<file path="config.mk">
export PLATFORM = sky130hd
export DESIGN_NAME = bsq_burst_seq
export DESIGN_NICKNAME = d
export VERILOG_FILES = /design/src/rtl/bsq_pkg.sv /design/src/rtl/bsq_ctrl.sv /design/src/rtl/bsq_beat_cnt.sv /design/src/rtl/bsq_order_map.sv /design/src/rtl/bsq_burst_seq.sv
export SDC_FILE = /design/constraint.sdc
export NUM_CORES = 1
export LEC_CHECK = 0
export BUFFER_PORTS_ARGS = -buffer_cell sky130_fd_sc_hd__buf_2
export CAP_MARGIN = 10
export CORE_UTILIZATION = 30
export CTS_BUF_LIST = sky130_fd_sc_hd__clkbuf_16
export DETAILED_ROUTE_END_ITERATION = 10
export PLACE_DENSITY = 0.66
export SLEW_MARGIN = 5
export SYNTH_ARGS = -nofsm -noshare
export SYNTH_HDL_FRONTEND = slang
export SYNTH_SLANG_ARGS = --single-unit
</file>
<file path="constraint.sdc">
create_clock -name clk -period 2.2 [get_ports clk]
set_input_delay 0.11 -clock clk [delete_from_list [all_inputs] [get_ports clk]]
set_output_delay 0.11 -clock clk [all_outputs]
set_load 0.01 [all_outputs]
</file>
<file path="src/rtl/bsq_pkg.sv">
package bsq_pkg;
  typedef enum logic [1:0] {
    OP_HOLD = 2'd0,
    OP_LOAD = 2'd1,
    OP_STEP = 2'd2,
    OP_KILL = 2'd3
  } bsq_op_e;
endpackage

</file>
<file path="src/rtl/bsq_ctrl.sv">
module bsq_ctrl
  import bsq_pkg::*;
(
  input  logic    clk,
  input  logic    rst_n,
  input  logic    stall,
  input  logic    adv,
  input  logic    sel_ok,
  input  logic    wr_in,
  output bsq_op_e op,
  output logic    active_q,
  output logic    wr_q
);
  logic active_d;
  logic wr_d;

  always_comb begin
    if (stall)       op = OP_HOLD;
    else if (!adv)   op = sel_ok ? OP_LOAD : OP_KILL;
    else if (active_q) op = OP_STEP;
    else             op = OP_HOLD;
  end

  always_comb begin
    active_d = active_q;
    wr_d     = wr_q;
    case (op)
      OP_LOAD: begin
        active_d = 1'b1;
        wr_d     = wr_in;
      end
      OP_KILL: active_d = 1'b0;
      default: ;
    endcase
  end

  always_ff @(posedge clk or negedge rst_n) begin
    if (!rst_n) begin
      active_q <= 1'b0;
      wr_q     <= 1'b0;
    end else begin
      active_q <= active_d;
      wr_q     <= wr_d;
    end
  end

  // the access type survives every advance
  a_r9_wr_kept: assert property (@(posedge clk) disable iff (!rst_n)
    (!stall && adv) |=> (wr_q == $past(wr_q)));
  // an advance never starts a burst
  a_r10_no_start: assert property (@(posedge clk) disable iff (!rst_n)
    (!stall && adv && !active_q) |=> !active_q);
endmodule

</file>
<file path="src/rtl/bsq_beat_cnt.sv">
module bsq_beat_cnt
  import bsq_pkg::*;
#(
  parameter int BEAT_W = 2
) (
  input  logic              clk,
  input  logic              rst_n,
  input  bsq_op_e           op,
  output logic [BEAT_W-1:0] cnt_q
);
  localparam logic [BEAT_W-1:0] ONE = BEAT_W'(1);
  logic [BEAT_W-1:0] cnt_d;

  always_comb begin
    case (op)
      OP_LOAD: cnt_d = '0;
      OP_STEP: cnt_d = cnt_q + ONE;
      default: cnt_d = cnt_q;
    endcase
  end

  always_ff @(posedge clk or negedge rst_n) begin
    if (!rst_n) cnt_q <= '0;
    else        cnt_q <= cnt_d;
  end

  // one step per advance, wrapping modulo the burst length
  a_r5_step_one: assert property (@(posedge clk) disable iff (!rst_n)
    (op == OP_STEP) |=> (cnt_q == $past(cnt_q) + ONE));
endmodule

</file>
<file path="src/rtl/bsq_order_map.sv">
module bsq_order_map #(
  parameter int BEAT_W = 2
) (
  input  logic [BEAT_W-1:0] start,
  input  logic [BEAT_W-1:0] beat,
  input  logic              ilv,
  output logic [BEAT_W-1:0] low
);
  logic [BEAT_W-1:0] lin_val;
  logic [BEAT_W-1:0] xor_val;

  assign lin_val = start + beat;

  for (genvar i = 0; i < BEAT_W; i++) begin : g_xor
    assign xor_val[i] = start[i] ^ beat[i];
  end

  assign low = ilv ? xor_val : lin_val;
endmodule

</file>
<file path="src/rtl/bsq_burst_seq.sv">
module bsq_burst_seq
  import bsq_pkg::*;
#(
  parameter int ADDR_W = 18,
  parameter int BEAT_W = 2
) (
  input  logic              clk,
  input  logic              rst_n,
  input  logic              stall,
  input  logic              adv,
  input  logic              sel_ok,
  input  logic              wr_in,
  input  logic              order_ilv,
  input  logic [ADDR_W-1:0] addr_in,
  output logic [ADDR_W-1:0] addr_out,
  output logic              burst_on,
  output logic              wr_out
);
  localparam int UP_W = ADDR_W - BEAT_W;

  bsq_op_e           op;
  logic              active_q;
  logic              wr_q;
  logic [BEAT_W-1:0] beat_q;
  logic [ADDR_W-1:0] base_q;
  logic [ADDR_W-1:0] base_d;
  logic [BEAT_W-1:0] low;

  bsq_ctrl u_ctrl (
    .clk      (clk),
    .rst_n    (rst_n),
    .stall    (stall),
    .adv      (adv),
    .sel_ok   (sel_ok),
    .wr_in    (wr_in),
    .op       (op),
    .active_q (active_q),
    .wr_q     (wr_q)
  );

  bsq_beat_cnt #(.BEAT_W(BEAT_W)) u_cnt (
    .clk   (clk),
    .rst_n (rst_n),
    .op    (op),
    .cnt_q (beat_q)
  );

  always_comb begin
    base_d = (op == OP_LOAD) ? addr_in : base_q;
  end

  always_ff @(posedge clk or negedge rst_n) begin
    if (!rst_n) base_q <= '0;
    else        base_q <= base_d;
  end

  bsq_order_map #(.BEAT_W(BEAT_W)) u_map (
    .start (base_q[BEAT_W-1:0]),
    .beat  (beat_q),
    .ilv   (order_ilv),
    .low   (low)
  );

  assign addr_out = {base_q[ADDR_W-1:BEAT_W], low};
  assign burst_on = active_q;
  assign wr_out   = wr_q;

  // a selected load shows the presented address next cycle
  a_r2_load: assert property (@(posedge clk) disable iff (!rst_n)
    (!stall && !adv && sel_ok) |=> (burst_on && addr_out == $past(addr_in)));
  // upper bits fixed during advances
  a_r5_upper_fixed: assert property (@(posedge clk) disable iff (!rst_n)
    (!stall && adv) |=> (addr_out[ADDR_W-1:BEAT_W] == $past(addr_out[ADDR_W-1:BEAT_W])));
  // deselected load ends the burst, address held
  a_r7_kill: assert property (@(posedge clk) disable iff (!rst_n)
    (!stall && !adv && !sel_ok) |=> (!burst_on && $stable(addr_out)));
  // stall freezes every output
  a_r8_freeze: assert property (@(posedge clk) disable iff (!rst_n)
    stall |=> ($stable(addr_out) && $stable(burst_on) && $stable(wr_out)));
  // idle advance changes nothing
  a_r10_idle: assert property (@(posedge clk) disable iff (!rst_n)
    (!stall && adv && !burst_on) |=> $stable(addr_out));
  // reset state
  a_r1_reset: assert property (@(posedge clk)
    !rst_n |-> (!burst_on && !wr_out && addr_out == '0));
endmodule

</file>
==> flow_metrics.env <==
export IMPL_setup_tns_ns=0
export IMPL_yosysTopAreaCell="dfrtp_1"
export IMPL_mappedNetlistNets=100
export IMPL_drv_cap=0
export IMPL_place_gp_congestion=0.641
export IMPL_clk_pin_slew_ns=0.05
export IMPL_cp_arrival_ns=1.26
export IMPL_rrSetupSlack_ns=1.09
export IMPL_avgSynthCellArea_um2=13.9
export IMPL_yosys_warnings=0
export IMPL_routedWlPerCell_um=11.5
export IMPL_dr_pass1_iters=2
export IMPL_syn_inst=74
export IMPL_cp_slowest_cell="dfrtp_1"
export IMPL_design_core_area_um2=3150
export IMPL_yosys_top_cells_area="dfrtp_1, mux2_2, buf_4"
export IMPL_startpoint_type="flop"
export IMPL_hpwl_um=1360
export IMPL_portBuffers=44
export IMPL_io_pins=45
export IMPL_crit_path_max_fanout=5
export IMPL_p_per_area_nw_per_um2=966
export IMPL_use_met2=0.187
export IMPL_synth_ff_type="dfrtp_1"
export IMPL_netlist_area_um2=1030
export IMPL_syn_to_final_growth_pct=22.3
export IMPL_leakagePower_nw=0.604
export IMPL_ctsHtreeMaxLevel=1
export IMPL_grtUsageTotal=0.103
export IMPL_final_core_util=0.398
export IMPL_hp_class="in -> reg"
export IMPL_cp_buffers_inverters=1
export IMPL_use_met3=0.0448
export IMPL_drive_above_1_share=0.651
export IMPL_ant_nets=0
export IMPL_setup_viol=0
export IMPL_synth_common_cells="dfrtp_1, mux2_2, buf_4"
export IMPL_die_w_um=60.5
export IMPL_antenna_found_initial=0
export IMPL_critPathTopFamily="flip-flops"
export IMPL_critPathLaunch="u_cnt.cnt_q[0]$_DFFE_PN0P_"
export IMPL_nNetsFinal=133
export IMPL_antenna_cells=0
export IMPL_skew_ns=0.0000407
export IMPL_synth_cell_types=15
export IMPL_cts_root_buf="clkbuf_16"
export IMPL_grt_ovfl_total=0
export IMPL_drt_iter0_markers=16
export IMPL_worstPathRequired_ns=2.09
export IMPL_r2r_cells=3
export IMPL_grt_busiest_layer="met2"
export IMPL_wl_um=1730
export IMPL_grt_pass1_wl_um=2660
export IMPL_reg2reg_from="u_cnt.cnt_q[0]$_DFFE_PN0P_"
export IMPL_rows=20
export IMPL_slowest_delay_ns=0.41
export IMPL_path_cells="ha_1, nor2b_1, xnor2_1, buf_2"
export IMPL_timing_fmax_mhz=730
export IMPL_critPathCapture="addr_out[1]"
export IMPL_synth_seq_cells=22
export IMPL_final_max_slew_viol_count=0
export IMPL_drc=0
export IMPL_clk_latency_ns=0.25
export IMPL_start_util=0.325
export IMPL_cts_tree="done"
export IMPL_first_global_vias=631
export IMPL_met1_usage=0.103
export IMPL_synth_most_common_cell="dfrtp_1"
export IMPL_timing_final_crit_period_ns=1.37
export IMPL_synth_enable_flop_cells=0
export IMPL_synth_top_cell_area_share=0.537
export IMPL_chipHeight_um=60.5
export IMPL_worst_pin_slew_ns=0.461
export IMPL_cts_sinks=22
export IMPL_crit_type="reg -> out"
export IMPL_dieArea_um2=3660
export IMPL_ir_worst_vdd_v=0.000579
export IMPL_rr_endpoint="u_cnt.cnt_q[1]$_DFFE_PN0P_"
export IMPL_cts_max_path_buffers=2
export IMPL_min_period_over_period=0.622
export IMPL_crit_path_end_kind="output pin"
export IMPL_status="completed"
export IMPL_synth_seq_area_share=0.537
export IMPL_cts_buffers=3
export IMPL_crit_cells=4
export IMPL_hold_violations=0
export IMPL_rsz0062_at_grt="false"
export IMPL_viasPerCell=4.23
export IMPL_async_flop_share=1.00
export IMPL_grt_max_degree=23
export IMPL_via_count=634
export IMPL_slew_limit_headroom=0.693
-- cells by family (layout without fill, tap and decap cells) --
group,after synthesis,after routing,share of synthesized area
fa+ha+maj,1,1,0.0122
xor+xnor,2,2,0.0171
flops,22,22,0.537
mux,21,21,0.230
compound gates,4,4,0.0293
buf+inv,18,50,0.139
simple gates,6,6,0.0354
-- per-stage QoR --
stage | setup WS, ns | power (W) | cell area [µm²] | std cells | hold WS [ns]
3_3_place_gp | 1.02 | 0.000848 | 1170 | 145 | 0.0823
2_1_floorplan | 1.10 | 0.000801 | 1030 | 74 | -0.186
5_1_grt | 0.765 | 0.00129 | 1250 | 150 | 0.0877
6_report | 0.831 | 0.00121 | 1250 | 150 | 0.0821
4_1_cts | 0.823 | 0.00123 | 1250 | 150 | 0.0862
3_5_place_dp | 0.992 | 0.000861 | 1170 | 145 | 0.0873
-- how the worst min path moves through the flow --
stage | end | cells after the start | from
final | base_q[5]$_DFFE_PN0N_ | 2 | addr_in[5]
after detailed placement | base_q[12]$_DFFE_PN0N_ | 1 | rst_n
after global routing | base_q[0]$_DFFE_PN0N_ | 2 | addr_in[0]
after global placement | base_q[12]$_DFFE_PN0N_ | 1 | rst_n
after floorplan | base_q[0]$_DFFE_PN0N_ | 0 | rst_n
after CTS | base_q[5]$_DFFE_PN0N_ | 2 | addr_in[5]
-- worst reg2reg max path: stages, from the launching register on --
cell	delay [ns]
dfrtp_1	0.41
nand2_1	0.09
mux2_2	0.32
a22o_1	0.18
-- layout by cell type, fill, tap and decap left out, drive strengths merged --
cell type	netlist	layout
a22o	2	2
buf	18	45
clkbuf	0	3
clkinv	0	1
dfrtp	22	22
dlygate4sd3	0	1
ha	1	1
mux2	21	21
nand2	1	1
nand2b	1	1
nor2	2	2
nor2b	1	1
nor3b	1	1
o21ai	1	1
o21bai	1	1
xnor2	2	2
-- final cells by class --
| class | count | area, µm² |
|---|---|---|
| sequential | 22 | 551 |
| tap | 44 | 55.1 |
| multi-input combinational | 34 | 333 |
| fill | 328 | 1900 |
| clock buffer | 3 | 75.1 |
| timing repair buffer | 46 | 238 |
| clock inverter | 1 | 3.75 |
-- routing by layer --
layer  share of wire  wire length [µm]  vias to the layer above
li1                -                 -                      300
met1            0.37               643                      307
met5               0                 0                        -
met2            0.54               931                       25
met4          0.0098                17                        0
met3           0.079               137                        2
-- power breakdown --
| part | leakage (nW) | internal, W | switching, W |
|---|---|---|---|
| clock network | 0.0385 | 0.000242 | 0.000124 |
| registers | 0.262 | 0.000489 | 0.0000511 |
| logic | 0.303 | 0.000173 | 0.000135 |
-- repair_timing --
item	4_1_cts	5_1_grt
setup buffers	0	0
hold endpoints to repair	22	0
hold buffers	1	0
resized for setup	0	0
-- state kept, by name, summed over array words and instances, names as in the netlist --
signal and count:
u_ctrl.active_q 1, u_ctrl.wr_q 1, u_cnt.cnt_q 2, base_q 18
No activity file was read; power rests on OpenSTA's default activity.
